$ cat src/rtl/irq_enc_pkg.sv
package irq_enc_pkg;
  localparam int REG_W = 32;
  localparam int ADDR_W = 2;

  typedef enum logic [ADDR_W-1:0] {
    ADDR_MAIN_MASK = 2'd0,
    ADDR_PER_MASK  = 2'd1,
    ADDR_STATUS    = 2'd2,
    ADDR_SPARE     = 2'd3
  } regAddr_e;

  // Status word layout (decoded by the interrupt handler)
  localparam int CRIT_FLAG_BIT = 10;
  localparam int CRIT_CODE_LSB = 8;
  localparam int CRIT_FIELD_W  = 2;
  localparam int MAIN_FLAG_BIT = 21;
  localparam int MAIN_CODE_LSB = 16;
  localparam int MAIN_FIELD_W  = 5;
  localparam int PER_FLAG_BIT  = 29;
  localparam int PER_CODE_LSB  = 24;
  localparam int PER_FIELD_W   = 5;

  // Reserved slots that carry promoted peripheral requests
  localparam int CRIT_BOOST_SLOT = 2;
  localparam int MAIN_BOOST_SLOT = 4;

  typedef struct packed {
    logic             wrMainMask;
    logic             wrPerMask;
    logic [REG_W-1:0] wdata;
  } regStrobes_t;
endpackage

$ cat src/rtl/irq_prio_enc.sv
module irq_prio_enc #(
  parameter int N = 4,
  parameter int W = (N > 1) ? $clog2(N) : 1
) (
  input  logic [N-1:0] req,
  output logic         hit,
  output logic [W-1:0] idx
);
  // Lowest set bit wins; idx is zero when nothing is set.
  always_comb begin
    hit = |req;
    idx = '0;
    for (int i = N - 1; i >= 0; i--) begin
      if (req[i]) idx = W'(i);
    end
  end
endmodule

$ cat src/rtl/irq_enc_ctrl.sv
module irq_enc_ctrl
  import irq_enc_pkg::*;
#(
  parameter int MAIN_SLOTS = 17
) (
  input  logic                  clk,
  input  logic                  rstN,
  input  logic [ADDR_W-1:0]     busAddr,
  input  logic                  busWrEn,
  input  logic [REG_W-1:0]      busWdata,
  output logic [REG_W-1:0]      busRdata,
  input  logic [MAIN_SLOTS-1:0] mainMaskQ,
  input  logic [REG_W-1:0]      perMaskQ,
  input  logic [REG_W-1:0]      statusWord,
  output regStrobes_t           strb
);
  regAddr_e addrDec;
  assign addrDec = regAddr_e'(busAddr);

  always_comb begin
    strb            = '0;
    strb.wdata      = busWdata;
    if (busWrEn) begin
      case (addrDec)
        ADDR_MAIN_MASK: strb.wrMainMask = 1'b1;
        ADDR_PER_MASK:  strb.wrPerMask  = 1'b1;
        default:        ;
      endcase
    end
  end

  always_comb begin
    case (addrDec)
      ADDR_MAIN_MASK: busRdata = REG_W'(mainMaskQ);
      ADDR_PER_MASK:  busRdata = perMaskQ;
      ADDR_STATUS:    busRdata = statusWord;
      default:        busRdata = '0;
    endcase
  end

  // a write to the status address never reaches a mask register
  p_status_ro_r10: assert property (@(posedge clk) disable iff (!rstN)
    (busWrEn && busAddr == ADDR_STATUS) |-> (!strb.wrMainMask && !strb.wrPerMask));
endmodule

$ cat src/rtl/irq_enc_datapath.sv
module irq_enc_datapath
  import irq_enc_pkg::*;
#(
  parameter int              CRIT_N        = 3,
  parameter int              MAIN_N        = 16,
  parameter int              PER_N         = 32,
  parameter logic [PER_N-1:0] HI_BOOST     = 'h2,
  parameter logic [PER_N-1:0] LO_BOOST     = 'h4,
  parameter logic [REG_W-1:0] MAIN_MASK_RST = 32'h0001_0fff,
  parameter logic [REG_W-1:0] PER_MASK_RST  = 32'h7fff_fc00,
  localparam int             MAIN_SLOTS    = MAIN_N + 1
) (
  input  logic                  clk,
  input  logic                  rstN,
  input  regStrobes_t           strb,
  input  logic [CRIT_N-1:0]     critReq,
  input  logic [MAIN_N-1:0]     mainReq,
  input  logic [PER_N-1:0]      perReq,
  output logic [MAIN_SLOTS-1:0] mainMaskQ,
  output logic [REG_W-1:0]      perMaskQ,
  output logic [REG_W-1:0]      statusWord,
  output logic                  cpuIrq
);
  localparam int CRIT_SLOTS = CRIT_N + 1;
  localparam int CRIT_W     = $clog2(CRIT_SLOTS);
  localparam int MAIN_W     = $clog2(MAIN_SLOTS);
  localparam int PER_W      = $clog2(PER_N);

  logic [CRIT_N-1:0] critQ;
  logic [MAIN_N-1:0] mainQ;
  logic [PER_N-1:0]  perQ;

  always_ff @(posedge clk or negedge rstN) begin
    if (!rstN) begin
      critQ     <= '0;
      mainQ     <= '0;
      perQ      <= '0;
      mainMaskQ <= MAIN_MASK_RST[MAIN_SLOTS-1:0];
      perMaskQ  <= PER_MASK_RST;
    end else begin
      critQ <= critReq;
      mainQ <= mainReq;
      perQ  <= perReq;
      if (strb.wrMainMask) mainMaskQ <= strb.wdata[MAIN_SLOTS-1:0];
      if (strb.wrPerMask)  perMaskQ  <= strb.wdata;
    end
  end

  // Peripheral group: mask (bit 31-n), then split into boost tiers
  logic [PER_N-1:0] perLive, hiLive, loLive, normLive;
  for (genvar n = 0; n < PER_N; n++) begin : g_perEn
    assign perLive[n] = perQ[n] & ~perMaskQ[REG_W-1-n];
  end
  assign hiLive   = perLive & HI_BOOST;
  assign loLive   = perLive & LO_BOOST & ~HI_BOOST;
  assign normLive = perLive & ~(HI_BOOST | LO_BOOST);

  logic             hiHit, loHit, normHit;
  logic [PER_W-1:0] hiIdx, loIdx, normIdx, perIdx;
  logic             perHit;

  irq_prio_enc #(.N(PER_N), .W(PER_W)) i_hiEnc   (.req(hiLive),   .hit(hiHit),   .idx(hiIdx));
  irq_prio_enc #(.N(PER_N), .W(PER_W)) i_loEnc   (.req(loLive),   .hit(loHit),   .idx(loIdx));
  irq_prio_enc #(.N(PER_N), .W(PER_W)) i_normEnc (.req(normLive), .hit(normHit), .idx(normIdx));

  assign perHit = hiHit | loHit | normHit;
  always_comb begin
    if (hiHit)      perIdx = hiIdx;
    else if (loHit) perIdx = loIdx;
    else            perIdx = normIdx;
  end

  // Critical group: slot CRIT_BOOST_SLOT carries the high-boost aggregate
  logic [CRIT_SLOTS-1:0] critSlots;
  for (genvar s = 0; s < CRIT_SLOTS; s++) begin : g_critSlot
    if (s == CRIT_BOOST_SLOT) begin : g_boost
      assign critSlots[s] = hiHit;
    end else if (s < CRIT_BOOST_SLOT) begin : g_low
      assign critSlots[s] = critQ[s];
    end else begin : g_high
      assign critSlots[s] = critQ[s-1];
    end
  end

  // Main group: slot MAIN_BOOST_SLOT carries the low-boost aggregate, mask bit 16-n
  logic [MAIN_SLOTS-1:0] mainSlots, mainLive;
  for (genvar s = 0; s < MAIN_SLOTS; s++) begin : g_mainSlot
    if (s == MAIN_BOOST_SLOT) begin : g_boost
      assign mainSlots[s] = loHit;
    end else if (s < MAIN_BOOST_SLOT) begin : g_low
      assign mainSlots[s] = mainQ[s];
    end else begin : g_high
      assign mainSlots[s] = mainQ[s-1];
    end
    assign mainLive[s] = mainSlots[s] & ~mainMaskQ[MAIN_SLOTS-1-s];
  end

  logic              critHit, mainHit;
  logic [CRIT_W-1:0] critIdx;
  logic [MAIN_W-1:0] mainIdx;

  irq_prio_enc #(.N(CRIT_SLOTS), .W(CRIT_W)) i_critEnc (.req(critSlots), .hit(critHit), .idx(critIdx));
  irq_prio_enc #(.N(MAIN_SLOTS), .W(MAIN_W)) i_mainEnc (.req(mainLive),  .hit(mainHit), .idx(mainIdx));

  always_comb begin
    statusWord = '0;
    statusWord[CRIT_FLAG_BIT] = critHit;
    statusWord[MAIN_FLAG_BIT] = mainHit;
    statusWord[PER_FLAG_BIT]  = perHit;
    statusWord[CRIT_CODE_LSB +: CRIT_FIELD_W] = CRIT_FIELD_W'(critIdx);
    statusWord[MAIN_CODE_LSB +: MAIN_FIELD_W] = MAIN_FIELD_W'(mainIdx);
    statusWord[PER_CODE_LSB  +: PER_FIELD_W]  = PER_FIELD_W'(perIdx);
  end

  assign cpuIrq = critHit | mainHit | perHit;

  // a main mask write lands in the register on the next edge
  p_mask_load_r5: assert property (@(posedge clk) disable iff (!rstN)
    strb.wrMainMask |=> (mainMaskQ == $past(strb.wdata[MAIN_SLOTS-1:0])));

  // with slot 0 disabled, a reported main code is never 0
  p_masked_slot_r8: assert property (@(posedge clk) disable iff (!rstN)
    (mainMaskQ[MAIN_SLOTS-1] && statusWord[MAIN_FLAG_BIT])
      |-> (statusWord[MAIN_CODE_LSB +: MAIN_FIELD_W] != '0));

  // the high-boost critical code implies a pending peripheral
  p_boost_hi_r7: assert property (@(posedge clk) disable iff (!rstN)
    (statusWord[CRIT_FLAG_BIT] &&
     statusWord[CRIT_CODE_LSB +: CRIT_FIELD_W] == CRIT_FIELD_W'(CRIT_BOOST_SLOT))
      |-> statusWord[PER_FLAG_BIT]);

  // a clear peripheral flag leaves its code at zero
  p_per_code_idle_r1: assert property (@(posedge clk) disable iff (!rstN)
    !statusWord[PER_FLAG_BIT] |-> (statusWord[PER_CODE_LSB +: PER_FIELD_W] == '0));

  // no captured request means no processor interrupt
  p_idle_r9: assert property (@(posedge clk) disable iff (!rstN)
    (critQ == '0 && mainQ == '0 && perQ == '0) |-> !cpuIrq);
endmodule

$ cat src/rtl/irq_group_encoder.sv
module irq_group_encoder
  import irq_enc_pkg::*;
#(
  parameter int               CRIT_N        = 3,
  parameter int               MAIN_N        = 16,
  parameter int               PER_N         = 32,
  parameter logic [PER_N-1:0] HI_BOOST      = 'h2,
  parameter logic [PER_N-1:0] LO_BOOST      = 'h4,
  parameter logic [31:0]      MAIN_MASK_RST = 32'h0001_0fff,
  parameter logic [31:0]      PER_MASK_RST  = 32'h7fff_fc00
) (
  input  logic              clk,
  input  logic              rstN,
  input  logic [1:0]        busAddr,
  input  logic              busWrEn,
  input  logic [31:0]       busWdata,
  output logic [31:0]       busRdata,
  input  logic [CRIT_N-1:0] critReq,
  input  logic [MAIN_N-1:0] mainReq,
  input  logic [PER_N-1:0]  perReq,
  output logic              cpuIrq
);
  localparam int MAIN_SLOTS = MAIN_N + 1;
  localparam logic [REG_W-1:0] FLAG_BITS =
    (REG_W'(1) << CRIT_FLAG_BIT) | (REG_W'(1) << MAIN_FLAG_BIT) | (REG_W'(1) << PER_FLAG_BIT);

  regStrobes_t           strb;
  logic [MAIN_SLOTS-1:0] mainMaskQ;
  logic [REG_W-1:0]      perMaskQ;
  logic [REG_W-1:0]      statusWord;

  irq_enc_ctrl #(.MAIN_SLOTS(MAIN_SLOTS)) i_ctrl (
    .clk(clk), .rstN(rstN),
    .busAddr(busAddr), .busWrEn(busWrEn), .busWdata(busWdata), .busRdata(busRdata),
    .mainMaskQ(mainMaskQ), .perMaskQ(perMaskQ), .statusWord(statusWord), .strb(strb)
  );

  irq_enc_datapath #(
    .CRIT_N(CRIT_N), .MAIN_N(MAIN_N), .PER_N(PER_N),
    .HI_BOOST(HI_BOOST), .LO_BOOST(LO_BOOST),
    .MAIN_MASK_RST(MAIN_MASK_RST), .PER_MASK_RST(PER_MASK_RST)
  ) i_datapath (
    .clk(clk), .rstN(rstN), .strb(strb),
    .critReq(critReq), .mainReq(mainReq), .perReq(perReq),
    .mainMaskQ(mainMaskQ), .perMaskQ(perMaskQ), .statusWord(statusWord), .cpuIrq(cpuIrq)
  );

  // the interrupt line agrees with the flags read from the status address
  p_irq_matches_status_r9: assert property (@(posedge clk) disable iff (!rstN)
    (busAddr == ADDR_STATUS) |-> (cpuIrq == |(busRdata & FLAG_BITS)));
endmodule

$ cat config.mk
export PLATFORM = sky130hd
export DESIGN_NAME = irq_group_encoder
export DESIGN_NICKNAME = d
export VERILOG_FILES = /design/src/rtl/irq_enc_pkg.sv /design/src/rtl/irq_prio_enc.sv /design/src/rtl/irq_enc_ctrl.sv /design/src/rtl/irq_enc_datapath.sv /design/src/rtl/irq_group_encoder.sv
export SDC_FILE = /design/constraint.sdc
export NUM_CORES = 1
export LEC_CHECK = 0
export BUFFER_PORTS_ARGS = -buffer_cell sky130_fd_sc_hd__buf_2
export CELL_PAD_IN_SITES_DETAIL_PLACEMENT = 2
export CELL_PAD_IN_SITES_GLOBAL_PLACEMENT = 2
export CORE_MARGIN = 5
export CORE_UTILIZATION = 34
export DETAILED_ROUTE_END_ITERATION = 10
export GPL_ROUTABILITY_DRIVEN = 0
export PLACE_DENSITY_LB_ADDON = 0.1
export REMOVE_ABC_BUFFERS = 1
export SETUP_SLACK_MARGIN = 0.2
export SLEW_MARGIN = 15
export SYNTH_ARGS = -nofsm -noshare
export SYNTH_HDL_FRONTEND = slang
export SYNTH_SLANG_ARGS = --single-unit
$ cat constraint.sdc
create_clock -name clk -period 2.25 [get_ports clk]
set_input_delay 0.225 -clock clk [delete_from_list [all_inputs] [get_ports clk]]
set_output_delay 0.225 -clock clk [all_outputs]
set_load 0.02 [all_outputs]
==> results.toml <==
[sta]
min_period_ns = 2.67
rsz0062_at_grt = "yes"
relSlewSlack_pct = 58.1
hold_viol_final = 0
drv_slew = 0
finalHoldWorstSlack_ns = 0.110
max_slew.worst_pin.slew_ns = 0.629
period_share_pct = 119
fmax_mhz = 375
setup_violations = 10
fin_ws_ns = -0.418
skew_ns = 0

[outcome]
status = "finished with violations"
violations = "negative setup slack"

[worst_hold_path]
min_path_type = "in2reg"

[critical_path]
critPathMaxStageDelay_ns = 0.57
crit_buf_inv = 1
critical_path_class = "reg2out"
slowest_stage = "dfstp_2"
start_kind = "flip-flop"
endpoint_kind = "primary output"
path_max_fanout = 4
worstPathRequired_ns = 2.03
worstPathArrival_ns = 2.44
path_delay_family = "simple AND/OR/NAND/NOR gates"
worstPathCellList = "nor2b_2 > a21o_1 > or3_4 > or4b_4 > nand3b_1 > buf_6"
reg2reg_slack_ns = 1.05

[yosys]
synth.mux.area_fraction_pct = 15.6
yosys.area.top_type = "dfrtp_1"
synth_top_family_by_area = "simple AND/OR/NAND/NOR gates"
seq_area_frac_synth_pct = 55.8
yosys-top-cells-area = "dfrtp_1 (36%), dfstp_2 (20%), mux2_2 (12%)"
synth-xor-area-share_pct = 0
async_flop_share_pct = 100
yosysWarnings = 0
netlist.area_leader.share_pct = 36.2
synth_edf_count = 0
avgSynthCellArea_sq_um = 12.0
postSynthCellCount = 381
synth-compound-area-share_pct = 8.40
synth-simple-area-share_pct = 18.6
synthAdderAreaFrac_pct = 0
ys_seq_elements = 100
synth_area_sq_mm = 0.00456
synthFlopType = "dfrtp_1"
synth_cell_type_count = 58

[placed_design]
dp.cells = 703
portBuffers = 120
hpwlAfterDp_microns = 11400

[global_route]
grt_max_degree = 46
grt_pass1_wl_microns = 27400
overflow = 0
grt_util_all_layers_pct = 22.5
antenna_found_initial = 2
grt_pass1_vias = 4771

[pwr]
p_per_area_mw_per_mm2 = 797
cellLeakagePower_uw = 0.00318
ir_worst_vdd_mv = 0.452

[floorplan]
initial_core_util_pct = 34.6
die-area_sq_mm = 0.0158
io_pins = 121
dieWidth_microns = 126
fp-row-count = 42
core_sq_mm = 0.0132
die_h_microns = 126

[final_layout]
stdcell_count = 790
drive_gt1_share_pct = 54.1
final_cell_mix = "buf_2 (106), dfrtp_1 (66), dlygate4sd3_1 (52)"
syn2layout_area_growth_pct = 54.1
layout_commonest_cell = "buf_2"
nNetsFinal = 695

[clocking]
cts.sinks = 100
cts-root-buf = "clkbuf_16"
insertion_delay_ns = 0.35
cts_tree = "built"
cts_buffer_depth = 2
clkTransAtPathRegs_ns = 0.07
numCtsBuffers = 9
htreeDepth = 3

[run]
max-cap-violations = 0

[routing]
wl_microns = 18900
first_pass_iters = 4
drt_iter0_markers = 241
drcViolationCount = 0
vias_per_cell = 5.09
vias = 4025
antenna_violating_nets_post_route = 0
wl_per_cell_microns = 23.9
-- what timing repair did --
action,in CTS,in global routing
endpoints found under the setup margin,14,14
setup buffers,7,10
endpoints found under the hold margin,79,0
gates resized for setup,71,35
pin swaps,15,19
hold buffers,52,0
-- cell usage after synthesis (2+ instances only) --
master    instances
inv_1             6
nand3_1           4
mux2_2           48
dfstp_2          34
nand4_1           3
and2b_1           6
a22o_1            3
nor3b_1           2
nand2_1          20
and2_1            4
a21oi_1          10
buf_2             2
o211ai_1          3
a211oi_1          5
o31ai_1           2
o21ai_0          16
nor2_1           25
and3_1            2
dfrtp_1          66
mux2i_1          17
a31oi_1           2
nor3_1            5
buf_1             4
and4bb_2          2
clkbuf_1          4
nand2b_1         24
nor2b_1          27
nor4_1            5
-- cells by family (layout without fill, tap and decap cells) --
group / count (synthesis) / count (layout)
simple gates: 142 / 142
other cells: 0 / 2
buf+inv: 17 / 248
compound gates: 57 / 57
flops: 100 / 100
mux: 65 / 65
-- state kept, by name (all words and copies together) (netlist names) --
name,count
i_datapath.critQ,3
i_datapath.perQ,32
i_datapath.mainMaskQ,17
i_datapath.mainQ,16
i_datapath.perMaskQ,32
-- per-stage QoR --
stage / worst slack (ns) / setup TNS (ns) / util, % / instance area (sq um) / total power [uW]
3_5_place_dp: -0.110 / -0.217 / 42.7 / 5640 / 3480
2_1_floorplan: 0.102 / 0 / - / 4510 / 2890
6_report: -0.418 / -1.92 / 53.3 / 7030 / 5600
3_3_place_gp: -0.0342 / -0.0360 / 42.7 / 5640 / 3420
4_1_cts: -0.371 / -1.48 / 51.4 / 6780 / 5400
5_1_grt: -0.472 / -2.57 / 53.2 / 7020 / 5850
-- final cells by class --
type,instances,area (sq um)
multi-input cells,264,2240
diodes,2,5.00
well taps,176,220
clock inverters,2,38.8
flip-flops and latches,100,2540
fillers,1264,6160
repair buffers,226,1670
clock buffers,14,284
inverters,6,22.5
-- path summary, 6_finish.rpt --
kind / startpoint / end / cells after the start
worst min register to register: i_datapath.perMaskQ[3]$_DFFE_PN0P_ / i_datapath.perMaskQ[3]$_DFFE_PN0P_ / 1
worst max register to register: i_datapath.mainMaskQ[2]$_DFFE_PN1P_ / i_datapath.mainMaskQ[2]$_DFFE_PN1P_ / 5
min in group asynchronous: rstN / i_datapath.perQ[28]$_DFF_PN0_ / 2
worst max-delay path: i_datapath.perMaskQ[27]$_DFFE_PN1P_ / cpuIrq / 6
max in group asynchronous: rstN / i_datapath.mainMaskQ[7]$_DFFE_PN1P_ / 3
worst min-delay path: busWdata[18] / i_datapath.perMaskQ[18]$_DFFE_PN1P_ / 2
-- where the power goes --
part	switching, uW	total (uW)	internal [uW]	leakage [uW]
Combinational	810	1610	803	0.00189
Sequential	187	2290	2100	0.00113
Clock	708	1700	990	0.000160
Total	1710	5600	3890	0.00318
-- layer usage --
metal  track usage (%)  up-vias  wire length, microns
li1                  -     1807                     -
met1              26.3     2085                  7490
met2              41.4      109                 10100
met3              4.95       24                   884
met4              6.37        0                   437
met5                 0        -                     0
Note: power is estimated with default switching activity, not from simulation.
